[config.mk]
export PLATFORM = sky130hd
export DESIGN_NAME = exc_status_unit
export DESIGN_NICKNAME = d
export VERILOG_FILES = /design/src/rtl/exc_status_pkg.sv /design/src/rtl/exc_entry_calc.sv /design/src/rtl/exc_bank_decode.sv /design/src/rtl/exc_saved_bank.sv /design/src/rtl/exc_cur_reg.sv /design/src/rtl/exc_status_unit.sv
export SDC_FILE = /design/constraint.sdc
export NUM_CORES = 1
export LEC_CHECK = 0
export CAP_MARGIN = 10
export CELL_PAD_IN_SITES_DETAIL_PLACEMENT = 0
export CELL_PAD_IN_SITES_GLOBAL_PLACEMENT = 2
export CORE_MARGIN = 4
export CORE_UTILIZATION = 35
export CTS_CLUSTER_DIAMETER = 60
export DETAILED_ROUTE_END_ITERATION = 10
export PLACE_DENSITY = 0.78
export SLEW_MARGIN = 20
export SYNTH_ARGS = -nofsm -noshare
export SYNTH_HDL_FRONTEND = slang
export SYNTH_SLANG_ARGS = --single-unit
[constraint.sdc]
create_clock -name clk -period 2.8 [get_ports clk]
set_input_delay 0.56 -clock clk [delete_from_list [all_inputs] [get_ports clk]]
set_output_delay 0.56 -clock clk [all_outputs]
set_load 0.03 [all_outputs]
[src/rtl/exc_status_pkg.sv]
`timescale 1ns/1ps
package exc_status_pkg;
   localparam int unsigned SR_W      = 32;
   localparam int unsigned MODE_W    = 5;
   localparam int unsigned NUM_BANKS = 5;
   localparam int unsigned BANK_IW   = $clog2(NUM_BANKS);

   typedef enum logic [MODE_W-1:0] {
      MODE_USER = 5'b10000,
      MODE_FAST = 5'b10001,
      MODE_INTR = 5'b10010,
      MODE_SUPV = 5'b10011,
      MODE_ABRT = 5'b10111,
      MODE_UNDF = 5'b11011,
      MODE_SYST = 5'b11111
   } mode_e;

   // bit positions of the status word
   localparam int unsigned B_FLAG_HI  = 31;
   localparam int unsigned B_FLAG_LO  = 27;
   localparam int unsigned B_CX_HI_H  = 26;
   localparam int unsigned B_CX_HI_L  = 25;
   localparam int unsigned B_CONST_T  = 24;
   localparam int unsigned B_SPEC_SF  = 23;
   localparam int unsigned B_PRIV_GD  = 22;
   localparam int unsigned B_RSVD21   = 21;
   localparam int unsigned B_ILLEGAL  = 20;
   localparam int unsigned B_GE_HI    = 19;
   localparam int unsigned B_GE_LO    = 16;
   localparam int unsigned B_CX_LO_H  = 15;
   localparam int unsigned B_CX_LO_L  = 10;
   localparam int unsigned B_ENDIAN   = 9;
   localparam int unsigned B_MSK_ASY  = 8;
   localparam int unsigned B_MSK_IRQ  = 7;
   localparam int unsigned B_MSK_FIQ  = 6;
   localparam int unsigned B_CMPCT    = 5;

   // control word source positions
   localparam int unsigned C_SPEC_SF  = 31;
   localparam int unsigned C_CMPCT    = 30;
   localparam int unsigned C_ENDIAN   = 25;
   localparam int unsigned C_GD_KEEP  = 23;

   localparam logic [SR_W-1:0] RESET_WORD =
      SR_W'({MODE_SUPV}) | (SR_W'(1) << B_MSK_ASY) |
      (SR_W'(1) << B_MSK_IRQ) | (SR_W'(1) << B_MSK_FIQ);

   function automatic logic [MODE_W-1:0] bank_mode(input int unsigned idx);
      case (idx)
         0:       bank_mode = MODE_FAST;
         1:       bank_mode = MODE_INTR;
         2:       bank_mode = MODE_SUPV;
         3:       bank_mode = MODE_ABRT;
         default: bank_mode = MODE_UNDF;
      endcase
   endfunction
endpackage

[src/rtl/exc_entry_calc.sv]
`timescale 1ns/1ps
module exc_entry_calc
   import exc_status_pkg::*;
#(
   parameter int unsigned W  = SR_W,
   parameter int unsigned MW = MODE_W
) (
   input  logic [W-1:0]  old_i,
   input  logic [MW-1:0] mode_i,
   input  logic [W-1:0]  ctl_i,
   output logic [W-1:0]  new_o
);
   if (W != 32) begin : g_bad_w
      $error("exc_entry_calc: word width must be 32");
   end
   if (MW != 5) begin : g_bad_mw
      $error("exc_entry_calc: mode width must be 5");
   end

   logic keep_async;
   logic force_fiq;

   always_comb begin
      keep_async = (mode_i == MODE_UNDF) || (mode_i == MODE_SUPV);
      force_fiq  = (mode_i == MODE_FAST);
   end

   always_comb begin
      new_o = '0;
      // retained fields
      new_o[B_FLAG_HI:B_FLAG_LO] = old_i[B_FLAG_HI:B_FLAG_LO];
      new_o[B_CONST_T]           = old_i[B_CONST_T];
      new_o[B_GE_HI:B_GE_LO]     = old_i[B_GE_HI:B_GE_LO];
      // fields copied from control
      new_o[B_SPEC_SF]           = ctl_i[C_SPEC_SF];
      new_o[B_ENDIAN]            = ctl_i[C_ENDIAN];
      new_o[B_CMPCT]             = ctl_i[C_CMPCT];
      // guard bit: forced unless control asks to keep it
      new_o[B_PRIV_GD]           = ctl_i[C_GD_KEEP] ? old_i[B_PRIV_GD] : 1'b1;
      // mode dependent masks
      new_o[B_MSK_ASY]           = keep_async ? old_i[B_MSK_ASY] : 1'b1;
      new_o[B_MSK_IRQ]           = 1'b1;
      new_o[B_MSK_FIQ]           = force_fiq ? 1'b1 : old_i[B_MSK_FIQ];
      new_o[MW-1:0]              = mode_i;
      // conditional-execution state, illegal bit and reserved bits stay zero
   end
endmodule

[src/rtl/exc_bank_decode.sv]
`timescale 1ns/1ps
module exc_bank_decode
   import exc_status_pkg::*;
#(
   parameter int unsigned MW = MODE_W,
   parameter int unsigned NB = NUM_BANKS
) (
   input  logic [MW-1:0] mode_i,
   output logic [NB-1:0] hit_o
);
   if (NB != 5) begin : g_bad_nb
      $error("exc_bank_decode: five banked modes are required");
   end

   for (genvar g = 0; g < NB; g++) begin : g_hit
      assign hit_o[g] = (mode_i == bank_mode(g));
   end
endmodule

[src/rtl/exc_saved_bank.sv]
`timescale 1ns/1ps
module exc_saved_bank
   import exc_status_pkg::*;
#(
   parameter int unsigned W  = SR_W,
   parameter int unsigned NB = NUM_BANKS
) (
   input  logic          clk,
   input  logic          rst,
   input  logic [NB-1:0] wr_sel_i,
   input  logic [W-1:0]  wr_data_i,
   input  logic [NB-1:0] rd_sel_i,
   output logic [W-1:0]  rd_data_o
);
   logic [W-1:0] slot_q [NB];
   logic [W-1:0] gated  [NB];

   for (genvar g = 0; g < NB; g++) begin : g_slot
      always_ff @(posedge clk) begin
         if (rst) begin
            slot_q[g] <= '0;
         end else if (wr_sel_i[g]) begin
            slot_q[g] <= wr_data_i;
         end
      end
      assign gated[g] = rd_sel_i[g] ? slot_q[g] : '0;
   end

   always_comb begin
      rd_data_o = '0;
      for (int i = 0; i < NB; i++) begin
         rd_data_o = rd_data_o | gated[i];
      end
   end
endmodule

[src/rtl/exc_cur_reg.sv]
`timescale 1ns/1ps
module exc_cur_reg
   import exc_status_pkg::*;
#(
   parameter int unsigned W = SR_W
) (
   input  logic         clk,
   input  logic         rst,
   input  logic         take_i,
   input  logic [W-1:0] entry_i,
   input  logic         wr_en_i,
   input  logic [W-1:0] wr_data_i,
   output logic [W-1:0] cur_o
);
   always_ff @(posedge clk) begin
      if (rst) begin
         cur_o <= RESET_WORD;
      end else if (take_i) begin
         cur_o <= entry_i;
      end else if (wr_en_i) begin
         cur_o <= wr_data_i;
      end
   end
endmodule

[src/rtl/exc_status_unit.sv]
`timescale 1ns/1ps
module exc_status_unit
   import exc_status_pkg::*;
#(
   parameter int unsigned STATUS_W = SR_W,
   parameter int unsigned MODE_BITS = MODE_W
) (
   input  logic                 clk,
   input  logic                 rst,
   input  logic                 take_i,
   input  logic [MODE_BITS-1:0] take_mode_i,
   input  logic [STATUS_W-1:0]  ctl_word_i,
   input  logic                 wr_en_i,
   input  logic [STATUS_W-1:0]  wr_data_i,
   output logic [STATUS_W-1:0]  cur_status_o,
   output logic [STATUS_W-1:0]  saved_status_o
);
   localparam int unsigned NB = NUM_BANKS;

   if (STATUS_W != SR_W) begin : g_bad_sw
      $error("exc_status_unit: STATUS_W must equal the package word width");
   end

   logic [STATUS_W-1:0] entry_word;
   logic [NB-1:0]       tgt_hit;
   logic [NB-1:0]       cur_hit;
   logic [NB-1:0]       save_sel;

   exc_entry_calc #(.W(STATUS_W), .MW(MODE_BITS)) u_calc (
      .old_i  (cur_status_o),
      .mode_i (take_mode_i),
      .ctl_i  (ctl_word_i),
      .new_o  (entry_word)
   );

   exc_bank_decode #(.MW(MODE_BITS), .NB(NB)) u_tgt_dec (
      .mode_i (take_mode_i),
      .hit_o  (tgt_hit)
   );

   exc_bank_decode #(.MW(MODE_BITS), .NB(NB)) u_cur_dec (
      .mode_i (cur_status_o[MODE_BITS-1:0]),
      .hit_o  (cur_hit)
   );

   assign save_sel = take_i ? tgt_hit : '0;

   exc_saved_bank #(.W(STATUS_W), .NB(NB)) u_bank (
      .clk       (clk),
      .rst       (rst),
      .wr_sel_i  (save_sel),
      .wr_data_i (cur_status_o),
      .rd_sel_i  (cur_hit),
      .rd_data_o (saved_status_o)
   );

   exc_cur_reg #(.W(STATUS_W)) u_cur (
      .clk       (clk),
      .rst       (rst),
      .take_i    (take_i),
      .entry_i   (entry_word),
      .wr_en_i   (wr_en_i),
      .wr_data_i (wr_data_i),
      .cur_o     (cur_status_o)
   );
endmodule

Yosys cells after proc, flatten, opt, wreduce, memory -nomap -nowiden
Memories as Yosys holds them, arrays and structs flattened.
Cells that the tools add are included.
- latch bits: 0
- memories kept: 1
- flip-flop bits (word level): 32
- ROM bits: 0
- bits in writable memories: 160
- output and inout bits: 64
- word-level logic and storage cells: 70
- input bits: 73
- muxes and demuxes: 33
- equality and inequality tests: 13
- $mul: 0
- divide/modulo/power cells: 0
- bitwise gates (word level): 10
- add/subtract/negate cells: 0
- shifts and indexed selects: 0
- reduce and logical (&&, ||, !) cells: 7
- $lt $le $gt $ge: 0
- memory list (memory ; depth ; width ; rd ports ; clocked after Yosys merged registers in ; wr ports ; RTL line ; RTL):
    u_bank.slot_q ; 5 ; 32 ; 5 ; 0 ; 5 ; exc_saved_bank.sv:15 ; logic [W-1:0] slot_q [NB];
- operators with widths (operator ; count):
    two-way mux 32 bit ; 10
    OR 32 bit ; 4
    equality test 5 bit (second input constant) ; 10
    two-way mux 24 bit ; 2
    two-way mux 1 bit ; 20
    AND reduction 2 bit ; 4
    two-way mux 5 bit ; 1
    OR 1 bit ; 5
    inequality test 2 bit (second input constant) ; 2
    inequality test 2 x 1 -> 1 bit (second input constant) ; 1
    nonzero test 2 bit ; 1
    OR reduction 2 bit ; 1
    logical OR 1 bit ; 1
    NOT 1 bit ; 1

Longest topological paths before layout
Gate-level depths: netlist (run 1).
- depth after elaboration: 6
- gate-level depth with buffers: 6

Cells and area by module
From an unflattened synthesis (run 1), not the netlist that was laid out.
- cells, all modules: 658
- area total of the unflattened synthesis: 8775.9 um2
- by module, submodules not included (module ; sequential area each (um2) ; instances ; cells an instance ; area each (um2)):
    exc_saved_bank ; 4804.6 ; 1 ; 456 ; 6824.0
    exc_cur_reg ; 640.6 ; 1 ; 143 ; 1540.2
    exc_entry_calc ; 0.0 ; 1 ; 36 ; 257.7
    exc_bank_decode ; 0.0 ; 2 ; 9 ; 61.3
    exc_status_unit ; 0.0 ; 1 ; 5 ; 31.3

Least setup slack after synthesis (run 1)
Ideal clock, no wire load.
- kind: input to register
- start point: in take_i
- end point: mem u_bank.slot_q[2][0] (netlist bit) (enable)
- library setup time: 0.394 ns
- required time: 2.406 ns
- stages on the path: 5
- path slack: 0.442 ns
- data arrival time: 1.964 ns
- cells stage by stage: buf_4 > nand4_1 > or3_1 > buf_6 > nand2b_1
- RTL lines (item ; RTL line ; RTL):
    from (decl) ; exc_status_unit.sv:10 ; input logic take_i,
    to (decl) ; exc_saved_bank.sv:15 ;

Worst setup path in the final report (run 1)
- start point: reg u_cur.cur_o[4]
- end point: out saved_status_o[0]
- longest elaborated chain between the ends: 6
- RTL lines (item ; RTL line ; RTL):
    from (decl) ; exc_cur_reg.sv:13 ; output logic [W-1:0] cur_o
    from (signal assigned) ; exc_cur_reg.sv:19 ; cur_o <= entry_i;
    from (signal assigned) ; exc_cur_reg.sv:21 ; cur_o <= wr_data_i;
    equality test 5 bit ; exc_bank_decode.sv:16 ; assign hit_o[g] = (mode_i == bank_mode(g));
    two-way mux 32 bit ; exc_saved_bank.sv:26 ; assign gated[g] = rd_sel_i[g] ? slot_q[g] : '0;
    OR 32 bit (3 in series) ; exc_saved_bank.sv:32 ; rd_data_o = rd_data_o | gated[i];
    OR 32 bit (*) ; exc_saved_bank.sv:32 ;
    to (decl) ; exc_status_unit.sv:16 ; output logic [STATUS_W-1:0] saved_status_o
Every way passes the cells marked *; elsewhere a longest branch is shown, timed or not.

==> key figures, run 1 <==
Flow run
  • Maxcap violations: 0

Min path
  • Hold/Removal Path Class: reg -> reg

Worst setup path
  • Max FO, Critical Path: 64
  • WP data required: 2.24 ns
  • Crit end category: primary output
  • Crit Path Class: reg -> out
  • CP arrival: 2.02 ns
  • Worst setup SP type: flip-flop
  • R2R setup slack: 1.60 ns

Power and ir drop
  • Proportion of power drawn by the clock network: 0.377
  • Comb power frac: 0.150
  • Worst IR Drop VDD: 0.332 mV
  • Net switching power: 1710 µW
  • Sequential power share: 0.473
  • Power, Total: 6860 µW
  • Switch share: 0.250
  • Power per cell area: 631 nW/µm²
  • LEAKAGE: 0.00374 µW
  • Int Power: 5150 µW

Floorplan
  • Io pins: 137
  • Die area: 26800 µm²
  • Std-Cell Rows: 56
  • DIE HEIGHT: 164 µm
  • Total core area: 23700 µm²
  • Die width: 164 µm
  • Initial Util: 0.358

Routing
  • Initial drt markers: 334
  • Vias/cell: 5.17
  • Post-DRT Antenna Nets: 0
  • Final Routed Wirelength: 24100 µm
  • Wirelength per Cell: 20.4 µm
  • DR vias: 6091
  • Detailed Routing Iterations Pass 1: 5
  • DRC: 0

Finish
  • Most common cell after layout, fill and taps aside: nor2_1
  • Area grow syn2layout: 28.1%
  • Filler cells: 2160
  • Layout cell share with drive strength beyond 1: 0.147
  • Most frequent cells in the layout: 198 x nor2_1, 160 x edfxtp_1, 96 x nand3_1, 75 x clkdlybuf4s50_1, 50 x mux2i_1
  • Nets: 920
  • Finished Layout Cells: 1179
  • ANT cells: 0

Synthesis
  • Yosys warning count: 0
  • Seq cells post-synth: 192
  • Area contributors post-synth: edfxtp_1 57%, nor2_1 8.8%, dfxtp_1 7.6%
  • Cell variety after synth: 29
  • Post-synth top area share: 0.566
  • Syn_area_per_cell: 11.4 µm²
  • Mapped Cells: 745
  • Syn nets: 818
  • Seq/Total Area, Yosys: 0.642
  • Synthesized area: 8480 µm²
  • Yosys top cell by area: edfxtp_1

Clock network
  • Clock sink total: 192
  • Max Buffers Root-to-Sink: 2
  • Post-CTS Resized: 0
  • CTS H-tree lvls: 4
  • CTS tree: built
  • Num CTS Buffers: 17
  • Post-CTS Setup Bufs: 0
  • Worst-Skew Late Latency: 0.43 ns
  • Post-CTS Hold Buffers: 0
  • Reg clk slew, reported paths: 0.07 ns
  • Clock root buffer: clkbuf_16

STA
  • Tcrit/Tclk final: 0.920
  • Skew final: 0.0110 ns
  • Final Hold Vio Count: 0
  • RSZ-0062 raised after global routing: false
  • Max-slew headroom: 0.566
  • Slew @ Worst Pin: 0.652 ns
  • Max Clock Freq: 388 MHz
  • Setup TNS: 0 ns
  • Setup violators final: 0
  • Max-slew violation count: 0
  • Minimum clock period after layout: 2.58 ns

Placed design
  • Placer Congestion: 0.742
  • Port Buffers: 108
  • Dpl cells: 1147
  • Post-DP HPWL: 14400 µm

GRT
  • First-pass GRT wire length: 36800 µm
  • Pin count of the biggest net entering global routing: 65
  • GRT Total Usage: 0.184
  • Vias in the first global route: 6355
  • Initial antenna violation count: 0
  • Final global-route overflow total: 0

Status
  • Outcome: finished clean
-- stage by stage --
step	utilization	setup WS, ns	hold slack [ns]	instance area [µm²]
after CTS	0.459	0.215	0.482	10900
after floorplan	-	0.442	0.591	8480
after detailed placement	0.432	0.431	0.472	10200
after global placement	0.432	0.460	0.465	10200
after global routing	0.459	0.115	0.504	10900
final	0.459	0.223	0.480	10900
-- path summary, 6_finish.rpt --
kind                         endpoint  depth (start not counted)       startpoint
setup / recovery    saved_status_o[0]                          5   u_cur.cur_o[4]
hold / removal        u_cur.cur_o[28]                          2  u_cur.cur_o[28]
setup reg to reg  u_bank.slot_q[0][3]                          3   u_cur.cur_o[3]
hold reg to reg       u_cur.cur_o[28]                          2  u_cur.cur_o[28]
-- synth_stat cells --
| cell | n |
|---|---|
| nor2_1 | 198 |
| edfxtp_1 | 160 |
| nand3_1 | 96 |
| mux2i_1 | 50 |
| nand2b_1 | 41 |
| buf_2 | 34 |
| nand4b_1 | 34 |
| dfxtp_1 | 32 |
| nand2_1 | 21 |
| clkbuf_1 | 18 |
| a21oi_1 | 10 |
| nor2_2 | 10 |
| mux2_2 | 8 |
| nor2b_1 | 6 |
| buf_6 | 4 |
| nand3b_1 | 4 |
| buf_4 | 3 |
| nor3_1 | 3 |
| o21ai_0 | 2 |
| or3_1 | 2 |
| a211o_1 | 1 |
| and3_1 | 1 |
| and4_1 | 1 |
| and4bb_2 | 1 |
| inv_1 | 1 |
| nand4_1 | 1 |
| nor3b_1 | 1 |
| o21bai_1 | 1 |
| or2_2 | 1 |
-- layer usage --
metal  part of all wire  GRT usage  up-vias
met5                  0          0        -
met4              0.017     0.0583        0
met3              0.065     0.0336       35
met2               0.49      0.312      244
met1               0.42      0.239     2992
li1                   -          -     2820
-- area by class of cell --
type	instances	area, µm²	share of cell area
multi-input cells	493	2750	0.253
flip-flops and latches	192	5450	0.501
repair buffers	142	1640	0.151
well taps	319	399	0.0367
clock inverters	12	181	0.0167
inverters	1	3.75	0.000345
clock buffers	20	447	0.0411
-- worst max-delay path, cell delays in order, from the launching register on --
cell      delay (ns)
dfxtp_1         0.42
nor3b_2         0.27
buf_12          0.32
nand3_1         0.13
nand4b_1        0.22
buf_12          0.15
-- logic make-up (layout without fill, tap and decap cells) --
group                  after synthesis  in the layout  share of synthesized area
flip-flops                         192            192                      0.642
multiplexers                        58             58                     0.0696
AND/OR/NAND/NOR                    421            421                      0.243
AO/OA/AOI/OAI                       14             14                    0.00900
buffers and inverters               60            175                     0.0364
-- registers in the layout, indices dropped and copies added, names as in the netlist --
| name | cells |
|---|---|
| u_cur.cur_o | 32 |
| u_bank.slot_q | 160 |
-- power by group through the flow --
stage	clock, µW	combinational (µW)	sequential (µW)
after floorplan	0	467	3340
after global placement	0	1030	3300
after detailed placement	0	1040	3310
after CTS	2650	1040	3240
after global routing	2750	1080	3250
final	2590	1030	3240
Note: power is estimated with default switching activity, not from simulation.
==> inputs of run 2 (changes only) <==
--- a/config.mk
+++ b/config.mk
@@ -5,14 +5,12 @@
 export SDC_FILE = /design/constraint.sdc
 export NUM_CORES = 1
 export LEC_CHECK = 0
-export CAP_MARGIN = 10
-export CELL_PAD_IN_SITES_DETAIL_PLACEMENT = 0
-export CELL_PAD_IN_SITES_GLOBAL_PLACEMENT = 2
+export CAP_MARGIN = 30
 export CORE_MARGIN = 4
-export CORE_UTILIZATION = 35
+export CORE_UTILIZATION = 54
 export CTS_CLUSTER_DIAMETER = 60
 export DETAILED_ROUTE_END_ITERATION = 10
-export PLACE_DENSITY = 0.78
+export PLACE_DENSITY = 0.79
 export SLEW_MARGIN = 20
 export SYNTH_ARGS = -nofsm -noshare
 export SYNTH_HDL_FRONTEND = slang
==> key figures, run 2 (synthesis gave the netlist of run 1 again) <==
Status
  • Outcome: finished clean

STA
  • Tcrit/Tclk final: 0.965
  • WHS: 0.477 ns
  • Max-slew headroom: 0.502
  • Max Clock Freq: 370 MHz
  • Final Hold Vio Count: 0
  • Setup violators final: 0
  • Setup TNS: 0 ns
  • Slew @ Worst Pin: 0.744 ns
  • Max-slew violation count: 0
  • Skew final: 0.00526 ns
  • Minimum clock period after layout: 2.70 ns
  • RSZ-0062 raised after global routing: false

Clock network
  • Clock root buffer: clkbuf_16
  • Post-CTS Setup Bufs: 0
  • Reg clk slew, reported paths: 0.06 ns
  • CTS tree: built
  • CTS H-tree lvls: 4
  • Worst-Skew Late Latency: 0.43 ns
  • Max Buffers Root-to-Sink: 2
  • Clock sink total: 192
  • Num CTS Buffers: 17

GRT
  • GRT Total Usage: 0.252
  • Pin count of the biggest net entering global routing: 35
  • First-pass GRT wire length: 34300 µm
  • Vias in the first global route: 6483
  • Final global-route overflow total: 0
  • Initial antenna violation count: 0

Power and ir drop
  • Worst IR Drop VDD: 0.485 mV
  • Sequential power share: 0.503
  • Int Power: 4870 µW
  • Net switching power: 1600 µW
  • Comb power frac: 0.148
  • Power per cell area: 613 nW/µm²
  • Switch share: 0.248
  • Proportion of power drawn by the clock network: 0.349
  • LEAKAGE: 0.00368 µW

Flow run
  • Maxcap violations: 0

Routing
  • Final Routed Wirelength: 22100 µm
  • Detailed Routing Iterations Pass 1: 6
  • Initial drt markers: 590
  • DR vias: 6304
  • Post-DRT Antenna Nets: 0
  • Wirelength per Cell: 20.6 µm
  • Vias/cell: 5.86
  • DRC: 0

Min path
  • Hold Crit Depth: 2
  • Min-delay src: u_cur.cur_o[27]
  • Hold EP: u_cur.cur_o[27]
  • Hold/Removal Path Class: reg -> reg

Floorplan
  • Die width: 133 µm
  • DIE HEIGHT: 133 µm
  • Die area: 17800 µm²
  • Total core area: 15300 µm²
  • Std-Cell Rows: 45
  • Initial Util: 0.554
  • Io pins: 137

Finish
  • Top flop regs: u_bank.slot_q: 160 flops, u_cur.cur_o: 32 flops
  • Most common cell after layout, fill and taps aside: nor2_1
  • ANT cells: 0
  • Nets: 925
  • Most frequent cells in the layout: 198 x nor2_1, 160 x edfxtp_1, 96 x nand3_1, 75 x clkdlybuf4s50_1, 51 x buf_4
  • Area grow syn2layout: 24.4%
  • Layout cell share with drive strength beyond 1: 0.149
  • Max FFs per register: 160
  • Largest Register: u_bank.slot_q

Worst setup path
  • Crit Path Class: reg -> out
  • FF-to-FF End: u_cur.cur_o[3]
  • R2R setup slack: 1.71 ns
  • Crit end category: primary output
  • RR Startpoint: u_cur.cur_o[3]
  • R2R depth: 3
  • Worst setup SP type: flip-flop
  • WP data required: 2.24 ns
  • Max FO, Critical Path: 34
  • CP arrival: 2.14 ns

Placed design
  • Post-DP HPWL: 13900 µm
  • Placer Congestion: 0.779
  • Port Buffers: 108
run 2: critical path: stages (launching register included):
cell,delay (ns)
dfxtp_4,0.46
nor3b_2,0.30
buf_6,0.32
nand3_1,0.16
nand4b_1,0.29
buf_12,0.16
run 2: worst max-delay path by stage:
stage                     depth (start not counted)            from  slack [ns]                    to
after floorplan                                   5          take_i        0.44   u_bank.slot_q[2][0]
after global placement                            5  take_mode_i[2]        0.45  u_bank.slot_q[0][16]
after detailed placement                          5  take_mode_i[2]        0.36  u_bank.slot_q[0][17]
after CTS                                         5  u_cur.cur_o[3]        0.05    saved_status_o[26]
after global routing                              5  u_cur.cur_o[3]        0.02    saved_status_o[26]
final                                             5  u_cur.cur_o[3]         0.1    saved_status_o[26]
run 2: layer usage:
layer	up-vias	GRT usage	routed length, µm
met4	0	0.141	947
met2	349	0.425	11100
met3	77	0.0498	1830
li1	2830	-	-
met1	3048	0.305	8290
met5	-	0	0
run 2: power groups by stage:
stage	clock network [µW]	registers, µW	logic (µW)
final	2260	3250	961
after global routing	2390	3260	1010
after CTS	2280	3250	960
after detailed placement	0	3310	956
after global placement	0	3310	938
after floorplan	0	3340	467
run 2: per-stage QoR:
stage	setup WS, ns	power, µW	util	cells	area (µm²)
finish	0.0986	6470	0.689	1076	10600
CTS	0.0519	6490	0.689	1076	10500
floorplan	0.442	3800	-	745	8480
detailed placement	0.360	4270	0.653	1044	9990
global placement	0.446	4240	0.653	1044	9990
global route	0.0247	6660	0.689	1076	10600
run 2: cell type report:
| class | instances | area [µm²] |
|---|---|---|
| Clock buffer | 28 | 527 |
| Multi-Input combinational cell | 493 | 2750 |
| Clock inverter | 4 | 25.0 |
| Tap cell | 211 | 264 |
| Fill cell | 1088 | 4760 |
| Timing Repair Buffer | 147 | 1530 |
| Sequential cell | 192 | 5450 |
| Inverter | 1 | 3.75 |
run 2: timing repair:
action,in CTS,in global routing
hold buffers,0,0
resized for setup,1,1
endpoints found under the setup margin,3,1
